`src/rtl/ipi_pkg.sv`:
```
// Shared instruction field layout and decode helpers for the pair issue block.
// Assumes a 16-bit instruction: opcode, three register fields, immediate.
package ipi_pkg;

    localparam int OP_W    = 2;
    localparam int REG_W   = 3;
    localparam int IMM_W   = 5;
    localparam int INSTR_W = OP_W + 3 * REG_W + IMM_W;

    localparam int OP_LSB = INSTR_W - OP_W;
    localparam int FA_LSB = OP_LSB - REG_W;
    localparam int FB_LSB = FA_LSB - REG_W;
    localparam int FC_LSB = FB_LSB - REG_W;

    typedef enum logic [OP_W-1:0] {
        OPC_ADD   = 2'b00,
        OPC_LOAD  = 2'b01,
        OPC_STORE = 2'b10,
        OPC_BZ    = 2'b11
    } opc_e;

    typedef logic [INSTR_W-1:0] instr_t;
    typedef logic [REG_W-1:0]   reg_t;

    function automatic opc_e opc_of(input instr_t ins);
        return opc_e'(ins[OP_LSB +: OP_W]);
    endfunction

    function automatic reg_t fld_a(input instr_t ins);
        return ins[FA_LSB +: REG_W];
    endfunction

    function automatic reg_t fld_b(input instr_t ins);
        return ins[FB_LSB +: REG_W];
    endfunction

    function automatic reg_t fld_c(input instr_t ins);
        return ins[FC_LSB +: REG_W];
    endfunction

    function automatic logic is_mem(input instr_t ins);
        return (opc_of(ins) == OPC_LOAD) || (opc_of(ins) == OPC_STORE);
    endfunction

    function automatic logic has_dest(input instr_t ins);
        return (opc_of(ins) == OPC_ADD) || (opc_of(ins) == OPC_LOAD);
    endfunction

    // True when the instruction reads register r as a source operand.
    function automatic logic reads_reg(input instr_t ins, input reg_t r);
        logic hit;
        case (opc_of(ins))
            OPC_ADD:   hit = (fld_b(ins) == r) || (fld_c(ins) == r);
            OPC_LOAD:  hit = (fld_b(ins) == r);
            OPC_STORE: hit = (fld_a(ins) == r) || (fld_b(ins) == r);
            default:   hit = (fld_a(ins) == r);
        endcase
        return hit;
    endfunction

endpackage

```
`src/rtl/ipi_fetch_pc.sv`:
```
// Fetch address and epoch register.
// Steps by 8 from a pair boundary and by 4 otherwise on each accepted fetch.
// A redirect overrides any fetch step: it loads the target and bumps the epoch.
module ipi_fetch_pc #(
    parameter int            PC_W     = 16,
    parameter int            EPOCH_W  = 2,
    parameter logic [PC_W-1:0] RESET_PC = '0
) (
    input  logic               clk,
    input  logic               rst_n,
    input  logic               take,
    input  logic               redir,
    input  logic [PC_W-1:0]    redir_pc,
    output logic [PC_W-1:0]    pc,
    output logic [EPOCH_W-1:0] epoch,
    output logic               pair
);

    localparam logic [PC_W-1:0] STEP_ONE  = PC_W'(4);
    localparam logic [PC_W-1:0] STEP_PAIR = PC_W'(8);

    logic [PC_W-1:0] step;

    // Pair boundary test and the matching step size.
    always_comb begin
        pair = (pc[2] == 1'b0);
        step = pair ? STEP_PAIR : STEP_ONE;
    end

    // Address and epoch update; redirect has priority over a fetch step.
    always_ff @(posedge clk) begin
        if (!rst_n) begin
            pc    <= RESET_PC;
            epoch <= '0;
        end else if (redir) begin
            pc    <= redir_pc;
            epoch <= epoch + EPOCH_W'(1);
        end else if (take) begin
            pc    <= pc + step;
        end
    end

    assert_redirect_target_R3: assert property (@(posedge clk) disable iff (!rst_n)
        redir |=> (pc == $past(redir_pc)) && (epoch == $past(epoch) + EPOCH_W'(1)));

    assert_fetch_step_R2: assert property (@(posedge clk) disable iff (!rst_n)
        (take && !redir) |=>
            (pc == $past(pc) + ($past(pc[2]) ? STEP_ONE : STEP_PAIR)) && $stable(epoch));

    assert_idle_hold_R2: assert property (@(posedge clk) disable iff (!rst_n)
        (!take && !redir) |=> $stable(pc) && $stable(epoch));

endmodule

```
`src/rtl/ipi_pair_check.sv`:
```
// Decides whether the two instructions of a bundle may issue in one cycle.
// A pair needs an aligned fetch, a non-memory second instruction,
// and no read of the first instruction's destination by the second.
module ipi_pair_check
    import ipi_pkg::*;
(
    input  instr_t first_i,
    input  instr_t second_i,
    input  logic   aligned,
    output logic   raw,
    output logic   pairable
);

    // Read-after-write test and slot legality for the second instruction.
    always_comb begin
        raw      = has_dest(first_i) && reads_reg(second_i, fld_a(first_i));
        pairable = aligned && !is_mem(second_i) && !raw;
    end

endmodule

```
`src/rtl/ipi_issue_ctrl.sv`:
```
// Per-cycle issue decision with a one-bit half-issued state.
// Assumes the offered bundle is held steady until it is popped.
// Outputs are combinational from the bundle, the hazards and the state bit.
module ipi_issue_ctrl
    import ipi_pkg::*;
#(
    parameter int PC_W = 16
) (
    input  logic            clk,
    input  logic            rst_n,
    input  logic            redir,
    input  logic            bvalid,
    input  logic            stale,
    input  logic            aligned,
    input  logic            pairable,
    input  instr_t          b_i0,
    input  instr_t          b_i1,
    input  logic [PC_W-1:0] b_pc,
    input  logic            hz_first,
    input  logic            hz_second,
    output logic            pop,
    output logic            s0_valid,
    output instr_t          s0_instr,
    output logic [PC_W-1:0] s0_pc,
    output logic            s1_valid,
    output instr_t          s1_instr,
    output logic [PC_W-1:0] s1_pc
);

    localparam logic [PC_W-1:0] WORD = PC_W'(4);

    typedef enum logic [2:0] {
        ACT_NONE,
        ACT_DROP,
        ACT_PAIR,
        ACT_FIRST_ONLY,
        ACT_FIRST_SPLIT,
        ACT_SECOND
    } act_e;

    logic half_done;
    logic half_next;
    act_e act;

    // Choose this cycle's action.
    always_comb begin
        act = ACT_NONE;
        if (redir || !bvalid) begin
            act = ACT_NONE;
        end else if (stale) begin
            act = ACT_DROP;
        end else if (half_done) begin
            if (!hz_second) act = ACT_SECOND;
        end else if (!aligned) begin
            if (!hz_first) act = ACT_FIRST_ONLY;
        end else if (pairable && !hz_first && !hz_second) begin
            act = ACT_PAIR;
        end else if (!hz_first) begin
            act = ACT_FIRST_SPLIT;
        end
    end

    // Drive the slots and the pop pulse from the chosen action.
    always_comb begin
        s0_valid = (act == ACT_PAIR) || (act == ACT_FIRST_ONLY) ||
                   (act == ACT_FIRST_SPLIT) || (act == ACT_SECOND);
        s1_valid = (act == ACT_PAIR);
        pop      = (act == ACT_PAIR) || (act == ACT_FIRST_ONLY) ||
                   (act == ACT_SECOND) || (act == ACT_DROP);
        s0_instr = (act == ACT_SECOND) ? b_i1 : b_i0;
        s0_pc    = (act == ACT_SECOND) ? b_pc + WORD : b_pc;
        s1_instr = b_i1;
        s1_pc    = b_pc + WORD;
    end

    // Next value of the half-issued flag.
    always_comb begin
        half_next = half_done;
        if (redir)                        half_next = 1'b0;
        else if (act == ACT_FIRST_SPLIT)  half_next = 1'b1;
        else if (pop)                     half_next = 1'b0;
    end

    // Half-issued flag register.
    always_ff @(posedge clk) begin
        if (!rst_n) half_done <= 1'b0;
        else        half_done <= half_next;
    end

    assert_slot1_with_slot0_R10: assert property (@(posedge clk) disable iff (!rst_n)
        s1_valid |-> s0_valid);

    assert_slot1_not_mem_R10: assert property (@(posedge clk) disable iff (!rst_n)
        s1_valid |-> !is_mem(s1_instr));

    assert_pair_addr_R6: assert property (@(posedge clk) disable iff (!rst_n)
        s1_valid |-> (s1_pc == s0_pc + WORD) && pop);

    assert_redirect_quiet_R3: assert property (@(posedge clk) disable iff (!rst_n)
        redir |-> !s0_valid && !pop);

    assert_stale_dropped_R4: assert property (@(posedge clk) disable iff (!rst_n)
        (bvalid && stale && !redir) |-> pop && !s0_valid);

    assert_split_follows_R8: assert property (@(posedge clk) disable iff (!rst_n)
        (s0_valid && !pop) |=> (!s0_valid || (s0_pc == $past(s0_pc) + WORD)));

    assert_no_bundle_no_issue_R9: assert property (@(posedge clk) disable iff (!rst_n)
        !bvalid |-> !s0_valid && !pop);

endmodule

```
`src/rtl/ipi_dual_issue.sv`:
```
// Top of the two-way pair issue control.
// Joins the fetch address/epoch register, the pairing check and the
// issue decision; a bundle is stale when its epoch differs from the current one.
module ipi_dual_issue
    import ipi_pkg::*;
#(
    parameter int              PC_W     = 16,
    parameter int              EPOCH_W  = 2,
    parameter logic [PC_W-1:0] RESET_PC = '0
) (
    input  logic               clk,
    input  logic               rst_n,
    input  logic               fetch_take,
    output logic [PC_W-1:0]    fetch_pc,
    output logic               fetch_pair,
    output logic [EPOCH_W-1:0] fetch_epoch,
    input  logic               redir_valid,
    input  logic [PC_W-1:0]    redir_pc,
    input  logic               bnd_valid,
    input  logic               bnd_aligned,
    input  logic [PC_W-1:0]    bnd_pc,
    input  logic [EPOCH_W-1:0] bnd_epoch,
    input  logic [15:0]        bnd_instr0,
    input  logic [15:0]        bnd_instr1,
    input  logic               hz_first,
    input  logic               hz_second,
    output logic               bnd_pop,
    output logic               iss0_valid,
    output logic [15:0]        iss0_instr,
    output logic [PC_W-1:0]    iss0_pc,
    output logic               iss1_valid,
    output logic [15:0]        iss1_instr,
    output logic [PC_W-1:0]    iss1_pc
);

    logic stale;
    logic raw;
    logic pairable;

    ipi_fetch_pc #(
        .PC_W     (PC_W),
        .EPOCH_W  (EPOCH_W),
        .RESET_PC (RESET_PC)
    ) u_fetch (
        .clk      (clk),
        .rst_n    (rst_n),
        .take     (fetch_take),
        .redir    (redir_valid),
        .redir_pc (redir_pc),
        .pc       (fetch_pc),
        .epoch    (fetch_epoch),
        .pair     (fetch_pair)
    );

    // Epoch comparison marks bundles from an abandoned path.
    always_comb begin
        stale = (bnd_epoch != fetch_epoch);
    end

    ipi_pair_check u_pair (
        .first_i  (bnd_instr0),
        .second_i (bnd_instr1),
        .aligned  (bnd_aligned),
        .raw      (raw),
        .pairable (pairable)
    );

    ipi_issue_ctrl #(
        .PC_W (PC_W)
    ) u_issue (
        .clk       (clk),
        .rst_n     (rst_n),
        .redir     (redir_valid),
        .bvalid    (bnd_valid),
        .stale     (stale),
        .aligned   (bnd_aligned),
        .pairable  (pairable),
        .b_i0      (bnd_instr0),
        .b_i1      (bnd_instr1),
        .b_pc      (bnd_pc),
        .hz_first  (hz_first),
        .hz_second (hz_second),
        .pop       (bnd_pop),
        .s0_valid  (iss0_valid),
        .s0_instr  (iss0_instr),
        .s0_pc     (iss0_pc),
        .s1_valid  (iss1_valid),
        .s1_instr  (iss1_instr),
        .s1_pc     (iss1_pc)
    );

    assert_dependent_never_paired_R7: assert property (@(posedge clk) disable iff (!rst_n)
        (bnd_valid && raw) |-> !iss1_valid);

endmodule

```
`config.mk`:
```
export PLATFORM = sky130hd
export DESIGN_NAME = ipi_dual_issue
export DESIGN_NICKNAME = d
export VERILOG_FILES = /design/src/rtl/ipi_pkg.sv /design/src/rtl/ipi_fetch_pc.sv /design/src/rtl/ipi_pair_check.sv /design/src/rtl/ipi_issue_ctrl.sv /design/src/rtl/ipi_dual_issue.sv
export SDC_FILE = /design/constraint.sdc
export NUM_CORES = 1
export LEC_CHECK = 0
export ABC_AREA = 1
export BUFFER_PORTS_ARGS = -buffer_cell sky130_fd_sc_hd__clkbuf_2
export CORE_AREA = 2 2 63 109
export DETAILED_ROUTE_END_ITERATION = 10
export DIE_AREA = 0 0 65 111
export PLACE_DENSITY = 0.76
export SLEW_MARGIN = 25
export SYNTH_ARGS = -nofsm -noshare
export SYNTH_HDL_FRONTEND = slang
export SYNTH_HIERARCHICAL = 1
export SYNTH_SLANG_ARGS = --single-unit
```
`constraint.sdc`:
```
create_clock -name clk -period 1.65 [get_ports clk]
set_input_delay 0.165 -clock clk [delete_from_list [all_inputs] [get_ports clk]]
set_output_delay 0.165 -clock clk [all_outputs]
set_load 0.01 [all_outputs]
```
Word-level counts from Yosys, hierarchy flattened
Cells that the tools add are included.
{"block": "op_classes", "n_addsub": 3, "eq_ne": 12, "n_mux": 16, "bitwise": 2, "reduce_logical": 25}
{"operator": "two-way mux 16 bit", "count": 4}
{"operator": "two-way mux 3 bit", "count": 7}
{"operator": "adder 16 bit", "count": 1}
{"operator": "adder 16 x 3 -> 16 bit (second input constant)", "count": 1}
{"operator": "logical OR 1 bit", "count": 10}
{"operator": "equality test 3 bit", "count": 3}
{"operator": "equality test 3 x 2 -> 1 bit (second input constant)", "count": 2}
{"operator": "equality test 3 bit (second input constant)", "count": 2}
{"operator": "logical AND 1 bit", "count": 5}
{"operator": "zero test 1 bit", "count": 5}
{"operator": "equality test 2 x 1 -> 1 bit (second input constant)", "count": 2}
{"operator": "zero test 2 bit", "count": 2}
{"operator": "two-way mux 4 bit", "count": 1}
{"operator": "nonzero test 2 bit", "count": 2}
{"operator": "equality test 3 x 1 -> 1 bit (second input constant)", "count": 1}
{"operator": "case mux 1 bit (3 select lines)", "count": 1}
{"operator": "adder 2 x 1 -> 2 bit (second input constant)", "count": 1}
{"operator": "equality test 2 bit (second input constant)", "count": 1}
{"operator": "two-way mux 1 bit", "count": 2}
{"operator": "two-way mux 2 bit", "count": 1}
{"operator": "inequality test 2 bit", "count": 1}
{"operator": "NOT 1 bit", "count": 2}
{"operator": "OR reduction 2 bit", "count": 1}
{"block": "word_totals", "ff_bits": 19, "inputBits": 74, "output_inout_bits": 86, "wordCells": 61}

Logic depth before layout (Yosys ltp)
Gate-level depths: netlist of run 1.
{"block": "logic_depth", "ltp_word": 19, "ltp_mapped": 17, "ltp_nobuf": 16}

Cells and area by module
The synthesis of run 1 kept the hierarchy.
{"module": "ipi_issue_ctrl", "instances": 1, "cells_each": 208, "area_each_um2": 1047.3, "seq_area_each_um2": 20.0}
{"module": "ipi_fetch_pc", "instances": 1, "cells_each": 149, "area_each_um2": 1039.7, "seq_area_each_um2": 360.3}
{"module": "ipi_pair_check", "instances": 1, "cells_each": 48, "area_each_um2": 274.0, "seq_area_each_um2": 0.0}
{"module": "ipi_dual_issue", "instances": 1, "cells_each": 7, "area_each_um2": 31.3, "seq_area_each_um2": 0.0}

Least setup slack after synthesis of run 1
Ideal clock, no wire load.
{"block": "synth_path", "path_type": "input to output", "start": "input port bnd_instr1[14]", "end": "output port iss0_pc[9]", "arrival_time_ps": 1661, "required_time_ps": 1485, "slack_ps": -176, "stages": 17, "path_buffers": 1, "path_cell_list": "inv_1 -> ha_1 -> o21bai_1 -> nor2_1 -> nand2_1 -> nand2_1 -> nand2_1 -> nand2_1 -> a21oi_2 -> nand2_1 -> nand2_1 -> nand2_1 -> nand2_2 -> nor2_4 -> buf_6 -> nand2_1 -> nand2_1"}
{"block": "synth_via", "elab_chain_cells": 14, "elab_cells_between_ends": 19, "cone_classes": "eq/ne (3); mux (7); reduce/logical (9)"}
{"item": "start: declaration", "line": "ipi_dual_issue.sv:24", "rtl": "input logic [15:0] bnd_instr1,"}
{"item": "equality test 2 bit, or another cell as far along", "line": "ipi_pkg.sv:42, ipi_pkg.sv:52"}
{"item": "case mux 1 bit (3 select lines) / logical OR 1 bit (equally long branches)", "line": "ipi_pkg.sv:52, ipi_pkg.sv:42"}
{"item": "logical AND 1 bit / zero test 1 bit (equally long branches)", "line": "ipi_pair_check.sv:16, ipi_pair_check.sv:17"}
{"item": "zero test 1 bit / logical AND 1 bit (equally long branches)", "line": "ipi_pair_check.sv:17", "rtl": "pairable = aligned && !is_mem(second_i) && !raw;"}
{"item": "logical AND 1 bit *", "line": "ipi_pair_check.sv:17"}
{"item": "net pairable", "line": "ipi_dual_issue.sv:38", "rtl": "logic pairable;"}
{"item": "logical AND 1 bit * (2 in series)", "line": "ipi_issue_ctrl.sv:56", "rtl": "end else if (pairable && !hz_first && !hz_second) begin"}
{"item": "two-way mux 3 bit *", "line": "ipi_issue_ctrl.sv:56"}
{"item": "two-way mux 3 bit *", "line": "ipi_issue_ctrl.sv:54", "rtl": "end else if (!aligned) begin"}
{"item": "two-way mux 3 bit *", "line": "ipi_issue_ctrl.sv:52", "rtl": "end else if (half_done) begin"}
{"item": "two-way mux 3 bit *", "line": "ipi_issue_ctrl.sv:50", "rtl": "end else if (stale) begin"}
{"item": "two-way mux 3 bit *", "line": "ipi_issue_ctrl.sv:48", "rtl": "if (redir || !bvalid) begin"}
{"item": "equality test 3 bit *", "line": "ipi_issue_ctrl.sv:71", "rtl": "s0_pc = (act == ACT_SECOND) ? b_pc + WORD : b_pc;"}
{"item": "two-way mux 16 bit *", "line": "ipi_issue_ctrl.sv:71"}
{"item": "end: declaration", "line": "ipi_dual_issue.sv:30", "rtl": "output logic [PC_W-1:0] iss0_pc,"}
The timed path passes the listed nets; every way through them passes the cells marked *.

Worst setup path after layout of run 1
{"block": "layout_path", "start": "input port bnd_instr1[14]", "end": "output port iss0_instr[12]"}
{"block": "layout_via", "elab_chain_cells": 14, "elab_cells_between_ends": 19, "cone_classes": "eq/ne (3); mux (7); reduce/logical (9)"}
{"item": "equality test 2 bit, or another cell as far along", "line": "ipi_pkg.sv:42, ipi_pkg.sv:52"}
{"item": "case mux 1 bit (3 select lines) / logical OR 1 bit (equally long branches)", "line": "ipi_pkg.sv:52, ipi_pkg.sv:42"}
{"item": "logical AND 1 bit / zero test 1 bit (equally long branches)", "line": "ipi_pair_check.sv:16, ipi_pair_check.sv:17"}
{"item": "zero test 1 bit / logical AND 1 bit (equally long branches)", "line": "ipi_pair_check.sv:17"}
{"item": "logical AND 1 bit *", "line": "ipi_pair_check.sv:17"}
{"item": "net pairable", "line": "ipi_dual_issue.sv:38"}
{"item": "logical AND 1 bit * (2 in series)", "line": "ipi_issue_ctrl.sv:56"}
{"item": "two-way mux 3 bit *", "line": "ipi_issue_ctrl.sv:56"}
{"item": "two-way mux 3 bit *", "line": "ipi_issue_ctrl.sv:54"}
{"item": "two-way mux 3 bit *", "line": "ipi_issue_ctrl.sv:52"}
{"item": "two-way mux 3 bit *", "line": "ipi_issue_ctrl.sv:50"}
{"item": "two-way mux 3 bit *", "line": "ipi_issue_ctrl.sv:48"}
{"item": "equality test 3 bit *", "line": "ipi_issue_ctrl.sv:70", "rtl": "s0_instr = (act == ACT_SECOND) ? b_i1 : b_i0;"}
{"item": "two-way mux 16 bit *", "line": "ipi_issue_ctrl.sv:70"}
{"item": "end: declaration", "line": "ipi_dual_issue.sv:29", "rtl": "output logic [15:0] iss0_instr,"}
Marks and branches as above.

==> flow_summary.toml, run 1 <==
[status]
status = "finished, violations left"
violations = "negative setup slack"

[synth]
ys_warn_count = 6
avgSynthCellArea_sq_um = 5.80
synth_area_sq_um = 2380
syn_inst = 411
synth_nets = 492

[floorplan]
num_io_pins = 160
rows = 39
start_util_pct = 37.3
die-area_sq_um = 7220
coreArea_sq_um = 6390
chipWidth_um = 65
die_h_um = 111

[timing]
fin_hold_ws_ns = 0.148
max_freq_mhz = 470
relSlewSlack_pct = 70.9
timing.final.crit_share_pct = 129
tightest_slew_ns = 0.437
final.setup.worst_slack_ns = -0.476
setup_viol = 33
final_hold_viol_count = 0
slew_viol_final = 0
min_period_ns = 2.13
fin_skew_ns = 0.00634
grt_setup_unrepaired = "yes"

[clocking]
htreeDepth = 1
cts_buffer_depth = 2
clk_pin_slew_ns = 0.05
cts_tree = "yes"
cts.sink_count = 19
cts_made_buffers = 3
cts_hold_buf = 0
root_buffer = "clkbuf_16"
clkLatencyLatePin_ns = 0.25

[grt]
antenna_found_initial = 0
overflow = 0
globalRouteTotalUtil_pct = 20.9
grt_pass1_vias = 2897
grt_max_degree = 31
grt_pass1_wl_um = 12200

[routing]
dr.first_iter.drc_count = 183
wl_per_cell_um = 12.3
viasPerCell = 4.82
drtAntennaViolNets = 0
vias = 3116
drc = 0
drt-total-wl_um = 7950
firstDrtPassIters = 4

[setup_path]
startpoint = "bnd_instr1[14]"
rrSetupSlack_ns = 0.19
worstPathRequired_ns = 1.48
r2r_start = "u_fetch/pc[2]$_SDFFE_PN0N_"
rr_endpoint = "u_fetch/pc[13]$_SDFFE_PN0N_"
setup.worst_path.class = "in2out"
endpoint_kind = "output port"
rr_worst_depth = 8
cp-start-kind = "input port"
worst-path-max-fanout = 12
cp.arrival_ns = 1.96

[pwr]
power_mw = 1.75
vdd_drop_max_uv = 565
p_leak_nw = 2.02
power.density_nw_per_um2 = 466

[hold_path]
min_from = "redir_pc[1]"
min_to = "u_fetch/pc[1]$_SDFFE_PN0P_"
hold_class = "in2reg"
hold_depth = 3

[final_layout]
final-instance-count-excl-fill = 647
utilization_pct = 58.8
finalNetCount = 647
fillers = 626
area_growth_pct = 57.6
multi_input_area_sq_um = 1870
antenna_cells = 0
seq_area_sq_um = 380
fin_area_sq_um = 3760
layout-drive-gt1-share_pct = 53.5

[placed_design]
dp.cells = 637
place_hpwl_um = 6100
place.gp.congestion = 0.797
dpl-instance-area_sq_um = 3370
port_buffers = 153

[job]
cap_violations = 0
report_power, final:
| group | switching [mW] | leakage (nW) | total [mW] | internal (mW) |
|---|---|---|---|---|
| sequential | 0.0356 | 0.157 | 0.524 | 0.488 |
| combinational | 0.396 | 1.82 | 0.721 | 0.326 |
| clock | 0.175 | 0.0382 | 0.504 | 0.329 |
| total | 0.606 | 2.02 | 1.75 | 1.14 |
cell type report:
class | instances | share of cell area [%]
multi-input cells | 319 | 49.7
repair buffers | 178 | 30.6
flip-flops and latches | 19 | 10.1
inverters | 45 | 4.83
well taps | 82 | 2.73
clock buffers | 4 | 2.10
layout by cell type, fill, tap and decap left out, types with 8 or more instances in the layout:
cell,instances
xor2_1,9
dfxtp_1,19
nand2_2,89
inv_1,40
a21oi_1,13
xnor2_1,9
nand2_1,85
nand3_1,22
buf_4,17
o21ai_0,8
nor2_1,30
clkbuf_2,138
buf_6,13
critical path: stages:
cell	delay, ns
clkbuf_16	0.12
inv_12	0.03
ha_4	0.14
o21bai_1	0.14
nor2_1	0.11
nand2_1	0.07
nand2_1	0.06
nand2_1	0.05
nand2_1	0.07
a21oi_2	0.05
nand2_1	0.07
nand2_1	0.06
nand2_2	0.08
buf_6	0.11
nand3b_4	0.10
buf_12	0.14
buf_12	0.14
nand2_1	0.07
nand2_2	0.05
clkbuf_2	0.12
sequential cells by signal, summed over array words and instances (netlist names):
register and cells:
u_issue/half_done 1, u_fetch/epoch 2, u_fetch/pc 16
per-stage QoR:
| stage | setup WS (ns) | setup TNS [ns] |
|---|---|---|
| global placement | -0.437 | -13.32 |
| floorplan | -0.0572 | -1.32 |
| global route | -0.612 | -19.24 |
| detailed placement | -0.485 | -14.85 |
| finish | -0.476 | -14.51 |
| CTS | -0.442 | -13.77 |
what timing repair did:
item,4_1_cts,5_1_grt
setup buffers,5,0
endpoints found under the setup margin,33,34
pin swaps,1,5
cloned,1,1
resized for setup,31,42
worst max path at each step:
stage / cells past startpoint / to / slack, ns
2_1_floorplan: 17 / iss0_pc[9] / -0.06
3_3_place_gp: 17 / iss0_instr[15] / -0.44
6_report: 20 / iss0_instr[12] / -0.48
3_5_place_dp: 17 / iss0_instr[0] / -0.48
4_1_cts: 20 / iss0_instr[2] / -0.44
5_1_grt: 20 / iss0_instr[6] / -0.61
per-layer routing:
layer	routed length, um	global-route usage, %	vias up
met1	2720	19.0	1385
met2	4450	42.3	137
met5	0	0	-
met4	199	8.37	0
met3	581	4.06	17
li1	-	-	1577
(Power assumes the default switching activity.)
==> run 2: changes to the inputs <==
--- a/config.mk
+++ b/config.mk
@@ -7,10 +7,10 @@
 export LEC_CHECK = 0
 export ABC_AREA = 1
 export BUFFER_PORTS_ARGS = -buffer_cell sky130_fd_sc_hd__clkbuf_2
-export CORE_AREA = 2 2 63 109
+export CORE_AREA = 2 2 77 135
 export DETAILED_ROUTE_END_ITERATION = 10
-export DIE_AREA = 0 0 65 111
-export PLACE_DENSITY = 0.76
+export DIE_AREA = 0 0 79 137
+export PLACE_DENSITY = 0.54
 export SLEW_MARGIN = 25
 export SYNTH_ARGS = -nofsm -noshare
 export SYNTH_HDL_FRONTEND = slang
==> run 2 against run 1 <==
Against the previous run: the run still ends with negative setup slack left; worst setup slack improved by 0.0039 ns; utilization is 18 points lower; clock power grew 4.2%; global-route usage down 5.6 points; clock-buffer cell count did not move; clock skew is 0.0047 ns lower; critical endpoint is now iss0_instr[14].
==> flow_summary.toml, run 2 (synthesis results as in run 1) <==
[setup_path]
crit_cells = 20
setup.worst_path.class = "in2out"
cp.arrival_ns = 1.96
crit_path_frequent_cell = "nand2_1"
rrSetupSlack_ns = 0.17
worst-path-max-fanout = 7
endpoint = "iss0_instr[14]"
r2r_start = "u_fetch/pc[2]$_SDFFE_PN0N_"
max_stage_delay_ns = 0.17
cpMaxStageDelayCell = "clkbuf_16"
path_cells = "clkbuf_16 > inv_12 > ha_4 > o21bai_1 > nor2_1 > nand2_1 > nand2_1 > nand2_1 > nand2_1 > a21oi_2 > nand2_1 > nand2_1 > nand2_2 > nand2_4 > nor2_4 > buf_12 > clkbuf_16 > nand2_4 > nand2_2 > buf_6"
endpoint_kind = "output port"
rr_endpoint = "u_fetch/pc[13]$_SDFFE_PN0N_"
startpoint = "bnd_instr1[14]"
rr_worst_depth = 8
timing.critical_path.buf_inv = 5
critical-path-top-delay-family = "simple AND/OR/NAND/NOR gates"
worstPathRequired_ns = 1.48
cp-start-kind = "input port"

[clocking]
htreeDepth = 1
cts.sink_count = 19
cts_tree = "yes"
clk_pin_slew_ns = 0.05
root_buffer = "clkbuf_16"
clkLatencyLatePin_ns = 0.26
cts_buffer_depth = 2
cts_made_buffers = 3

[placed_design]
place_hpwl_um = 6640
place.gp.congestion = 0.831
port_buffers = 153
pre_cts_ws_ns = -0.528

[final_layout]
finalNetCount = 650
antenna_cells = 0
layout-drive-gt1-share_pct = 49.6
utilization_pct = 40.8
mostFrequentLayoutCell = "clkbuf_2"
area_growth_pct = 66.5
layout_common_cells = "126 x clkbuf_2, 108 x nand2_1, 46 x nand2_2"
largest_register_ffs = 16
reg_top3 = "u_fetch/pc: 16 flops, u_fetch/epoch: 2 flops, u_issue/half_done: 1 flops"
top_register = "u_fetch/pc"
fillers = 1029

[timing]
final_hold_viol_count = 0
setup_tns_ns = -13.55
min_period_ns = 2.12
timing.final.crit_share_pct = 129
relSlewSlack_pct = 70.3
grt_setup_unrepaired = "yes"
fin_skew_ns = 0.00161
max_freq_mhz = 471
final.setup.worst_slack_ns = -0.472
setup_viol = 33
tightest_slew_ns = 0.445
slew_viol_final = 0

[grt]
globalRouteTotalUtil_pct = 15.2
busiest_layer = "met2"
grt_max_degree = 19
grt_pass1_vias = 2975
met2_usage_pct = 32.8
antenna_found_initial = 0
overflow = 0
use_met1_pct = 14.1
grtUsageMet3_pct = 2.24
grt_pass1_wl_um = 13300

[pwr]
power.density_nw_per_um2 = 451
vdd_drop_max_uv = 723
p_leak_nw = 2.25

[routing]
vias = 3122
firstDrtPassIters = 4
wl_per_cell_um = 12.6
viasPerCell = 4.51
dr.first_iter.drc_count = 63
drtAntennaViolNets = 0
drc = 0
drt-total-wl_um = 8710

[status]
status = "finished, violations left"
violations = "negative setup slack"

[floorplan]
coreArea_sq_um = 9730
die-area_sq_um = 10800
num_io_pins = 160
start_util_pct = 24.5
chipWidth_um = 79
die_h_um = 137
rows = 48

[hold_path]
hold_class = "in2reg"

[job]
cap_violations = 0
==> run 2: cell types whose count changed in the layout (fill, tap and decap cells not counted) <==
cell	previous run	this run
nand2_1	85	108
buf_6	13	27
nand2_4	3	23
clkbuf_2	138	126
buf_8	1	0
buf_4	17	18
buf_16	0	1
nand2_2	89	46
==> run 2: metrics by stage <==
| step | cell area, sq um | power (mW) | hold WS, ns | instances |
|---|---|---|---|---|
| detailed placement | 3430 | 1.20 | 0.330 | 681 |
| floorplan | 2550 | 0.906 | 0.288 | 411 |
| finish | 3970 | 1.79 | 0.132 | 693 |
| global route | 3970 | 1.90 | 0.149 | 693 |
| global placement | 3430 | 1.19 | 0.330 | 681 |
| CTS | 3750 | 1.76 | 0.129 | 693 |
==> run 2: routing by layer <==
metal	vias to the layer above	part of all wire (%)
met5	-	0
met4	0	1.0
met3	5	7.5
met2	131	58
met1	1402	33
li1	1584	-
==> run 2: cell type report <==
type / count / area, sq um / area share (%)
clock buffer: 4 / 78.8 / 1.98
multi-input combinational: 319 / 1910 / 48.0
sequential: 19 / 380 / 9.58
timing repair buffer: 181 / 1270 / 31.9
tap: 125 / 156 / 3.94
inverter: 45 / 181 / 4.57
==> run 2: power by group <==
group	leakage [nW]	switching [mW]	total [mW]	internal (mW)
combinational	2.05	0.405	0.745	0.339
clock	0.0382	0.195	0.525	0.330
sequential	0.157	0.0328	0.521	0.488
==> run 2: worst min path at each step <==
| stage | cells past startpoint | to | start |
|---|---|---|---|
| floorplan | 2 | u_issue/half_done$_SDFFE_PP0P_ | rst_n |
| global placement | 0 | iss1_pc[1] | bnd_pc[1] |
| detailed placement | 0 | iss1_pc[1] | bnd_pc[1] |
| CTS | 3 | u_fetch/pc[0]$_SDFFE_PN0P_ | redir_pc[0] |
| global route | 3 | u_fetch/pc[1]$_SDFFE_PN0P_ | redir_pc[1] |
| finish | 3 | u_fetch/pc[0]$_SDFFE_PN0P_ | redir_pc[0] |
==> run 2: worst register-to-register path, stage by stage (launching register included) <==
cell,delay [ns]
dfxtp_1,0.33
inv_1,0.06
ha_1,0.30
nand2_2,0.09
a21oi_4,0.26
nand3_1,0.11
nand2_1,0.08
nand3_1,0.07
a21oi_1,0.12
==> run 2: repair_timing <==
action	in CTS	in global routing
resized for setup	29	65
hold buffers	0	0
setup buffers	6	0
gates cloned	2	1
hold endpoints to repair	0	0
setup endpoints to repair	33	34
pin swaps	8	3
==> run 3: changes to the inputs <==
--- a/config.mk
+++ b/config.mk
@@ -5,12 +5,11 @@
 export SDC_FILE = /design/constraint.sdc
 export NUM_CORES = 1
 export LEC_CHECK = 0
-export ABC_AREA = 1
 export BUFFER_PORTS_ARGS = -buffer_cell sky130_fd_sc_hd__clkbuf_2
-export CORE_AREA = 2 2 77 135
+export CORE_AREA = 2 2 74 128
 export DETAILED_ROUTE_END_ITERATION = 10
-export DIE_AREA = 0 0 79 137
-export PLACE_DENSITY = 0.54
+export DIE_AREA = 0 0 76 130
+export PLACE_DENSITY = 0.53
 export SLEW_MARGIN = 25
 export SYNTH_ARGS = -nofsm -noshare
 export SYNTH_HDL_FRONTEND = slang
==> constraint.sdc (replaced) <==
create_clock -name clk -period 2.75 [get_ports clk]
set_input_delay 0.275 -clock clk [delete_from_list [all_inputs] [get_ports clk]]
set_output_delay 0.275 -clock clk [all_outputs]
set_load 0.01 [all_outputs]
==> run 3 against run 2 <==
Against the previous run: the run now ends clean; die area decreased by 8.7%; via count shrank 27%; global-route usage down 1.6 points; synthesized cell count is 38% lower; sequential cell count unchanged; clock-buffer cell count down 1; combinational power is 55% lower; utilization is 7.9 points lower.
==> flow_summary.toml, run 3 <==
[clocking]
clkLatencyLatePin_ns = 0.26
htreeDepth = 1
cts_setup_buffers = 0
cts_buffer_depth = 2
cts_made_buffers = 3
cts_tree = "yes"
ctsResizeCount = 0
clk_pin_slew_ns = 0.06
cts_hold_buf = 0
root_buffer = "clkbuf_16"
cts.sink_count = 19

[synth]
synth_nets = 337
synth_area_sq_um = 2140
ys_warn_count = 6
avgSynthCellArea_sq_um = 8.38
syn_inst = 256

[final_layout]
antenna_cells = 0
area_growth_pct = 37.0
fin_area_sq_um = 2940
layout-drive-gt1-share_pct = 50.4
layout_common_cells = "153 x clkbuf_2, 25 x xor2_1, 24 x xnor2_1"
fillers = 933
top_register = "u_fetch/pc"
reg_top3 = "u_fetch/pc: 16 flops, u_fetch/epoch: 2 flops, u_issue/half_done: 1 flops"
finalNetCount = 467
utilization_pct = 32.9
multi_input_area_sq_um = 1510
seq_area_sq_um = 380
largest_register_ffs = 16
mostFrequentLayoutCell = "clkbuf_2"

[placed_design]
place.gp.congestion = 0.857
port_buffers = 153
dpl-instance-area_sq_um = 2860
place_hpwl_um = 5880

[setup_path]
cp.arrival_ns = 2.12
cpMaxStageDelayCell = "dfxtp_1"
path_cells = "xnor2_1 > nand2_1 > nor3b_4 > nand2_1 > buf_4 > nor3_2 > xor2_1 > clkbuf_2"
endpoint_kind = "output port"
crit_path_frequent_cell = "nand2_1"
worstPathRequired_ns = 2.48
setup.worst_path.class = "reg2out"
critical-path-top-delay-family = "simple AND/OR/NAND/NOR gates"
timing.critical_path.buf_inv = 2
cp-start-kind = "flip-flop"
crit_cells = 8
max_stage_delay_ns = 0.43
worst-path-max-fanout = 29
rr_worst_depth = 6

[routing]
vias = 2276
firstDrtPassIters = 4
dr.first_iter.drc_count = 42
viasPerCell = 4.51
drt-total-wl_um = 6960
drc = 0
drtAntennaViolNets = 0
wl_per_cell_um = 13.8

[timing]
fin_skew_ns = 0.00284
timing.final.crit_share_pct = 87.2
setup_viol = 0
tightest_slew_ns = 0.660
fin_hold_ws_ns = 0.249
min_period_ns = 2.40
max_freq_mhz = 417
final_hold_viol_count = 0
relSlewSlack_pct = 56.0
setup_tns_ns = 0
slew_viol_final = 0
grt_setup_unrepaired = "no"

[pwr]
p_leak_nw = 1.42
power.density_nw_per_um2 = 330
vdd_drop_max_uv = 384

[floorplan]
chipWidth_um = 76
num_io_pins = 160
start_util_pct = 24.0
rows = 46
die_h_um = 130
die-area_sq_um = 9880
coreArea_sq_um = 8920

[grt]
antenna_found_initial = 0
grtUsageMet3_pct = 5.74
grt_pass1_vias = 2098
overflow = 0
grt_max_degree = 30
grt_pass1_wl_um = 10700
met2_usage_pct = 27.4
use_met1_pct = 12.5
globalRouteTotalUtil_pct = 13.6
busiest_layer = "met2"

[hold_path]
hold_class = "in2reg"
hold_depth = 2

[job]
cap_violations = 0

[status]
status = "completed"
[run 3: cell count changes in the layout (fill, tap and decap cells not counted), sizes merged, moves of 23 or more]
cell / previous run / this run
nand2: 177 / 18
buf: 52 / 2
inv: 45 / 10
nor2: 41 / 15
clkbuf: 133 / 156
[run 3: layout make-up]
cell class                      count  share of cell area [%]
Clock buffer                        3                    2.56
Sequential cell                    19                    12.9
Clock inverter                      1                   0.170
Multi-Input combinational cell    197                    51.4
Inverter                           10                    1.28
Tap cell                          120                    5.11
Timing Repair Buffer              155                    26.6
[run 3: per-stage QoR]
stage / std cells / setup slack (ns) / total power [mW]
after floorplan: 256 / 0.810 / 0.515
after global placement: 501 / 0.431 / 0.662
after detailed placement: 501 / 0.418 / 0.666
after CTS: 505 / 0.277 / 0.990
after global routing: 505 / 0.123 / 1.03
final: 505 / 0.351 / 0.970
[run 3: path summary, 6_finish.rpt]
check | startpoint | endpoint | slack [ns]
worst min-delay path | redir_pc[4] | u_fetch/pc[4]$_SDFFE_PN0N_ | 0.25
worst min register to register | u_fetch/pc[0]$_SDFFE_PN0P_ | u_fetch/pc[0]$_SDFFE_PN0P_ | 0.52
worst max-delay path | u_fetch/epoch[0]$_SDFFE_PN0P_ | iss0_pc[9] | 0.35
worst max register to register | u_fetch/pc[2]$_SDFFE_PN0N_ | u_fetch/pc[9]$_SDFFE_PN0N_ | 0.83
[run 3: layer usage]
| layer | vias up | wire length, um |
|---|---|---|
| met5 | - | 0 |
| met4 | 0 | 85 |
| met3 | 7 | 856 |
| met2 | 151 | 3650 |
| met1 | 990 | 2370 |
| li1 | 1128 | - |
[run 3: worst register-to-register path, cell delays in order (launching register included)]
cell     delay [ns]
dfxtp_1        0.41
inv_1          0.10
ha_1           0.33
a21oi_1        0.56
nor3_1         0.14
xnor2_1        0.16
a21oi_1        0.08
[run 3: power breakdown]
part           total [mW]  leakage, nW  switching (mW)  internal (mW)
Combinational       0.337         1.22           0.182          0.155
Sequential          0.318        0.157          0.0241          0.294
Clock               0.314       0.0409           0.119          0.196
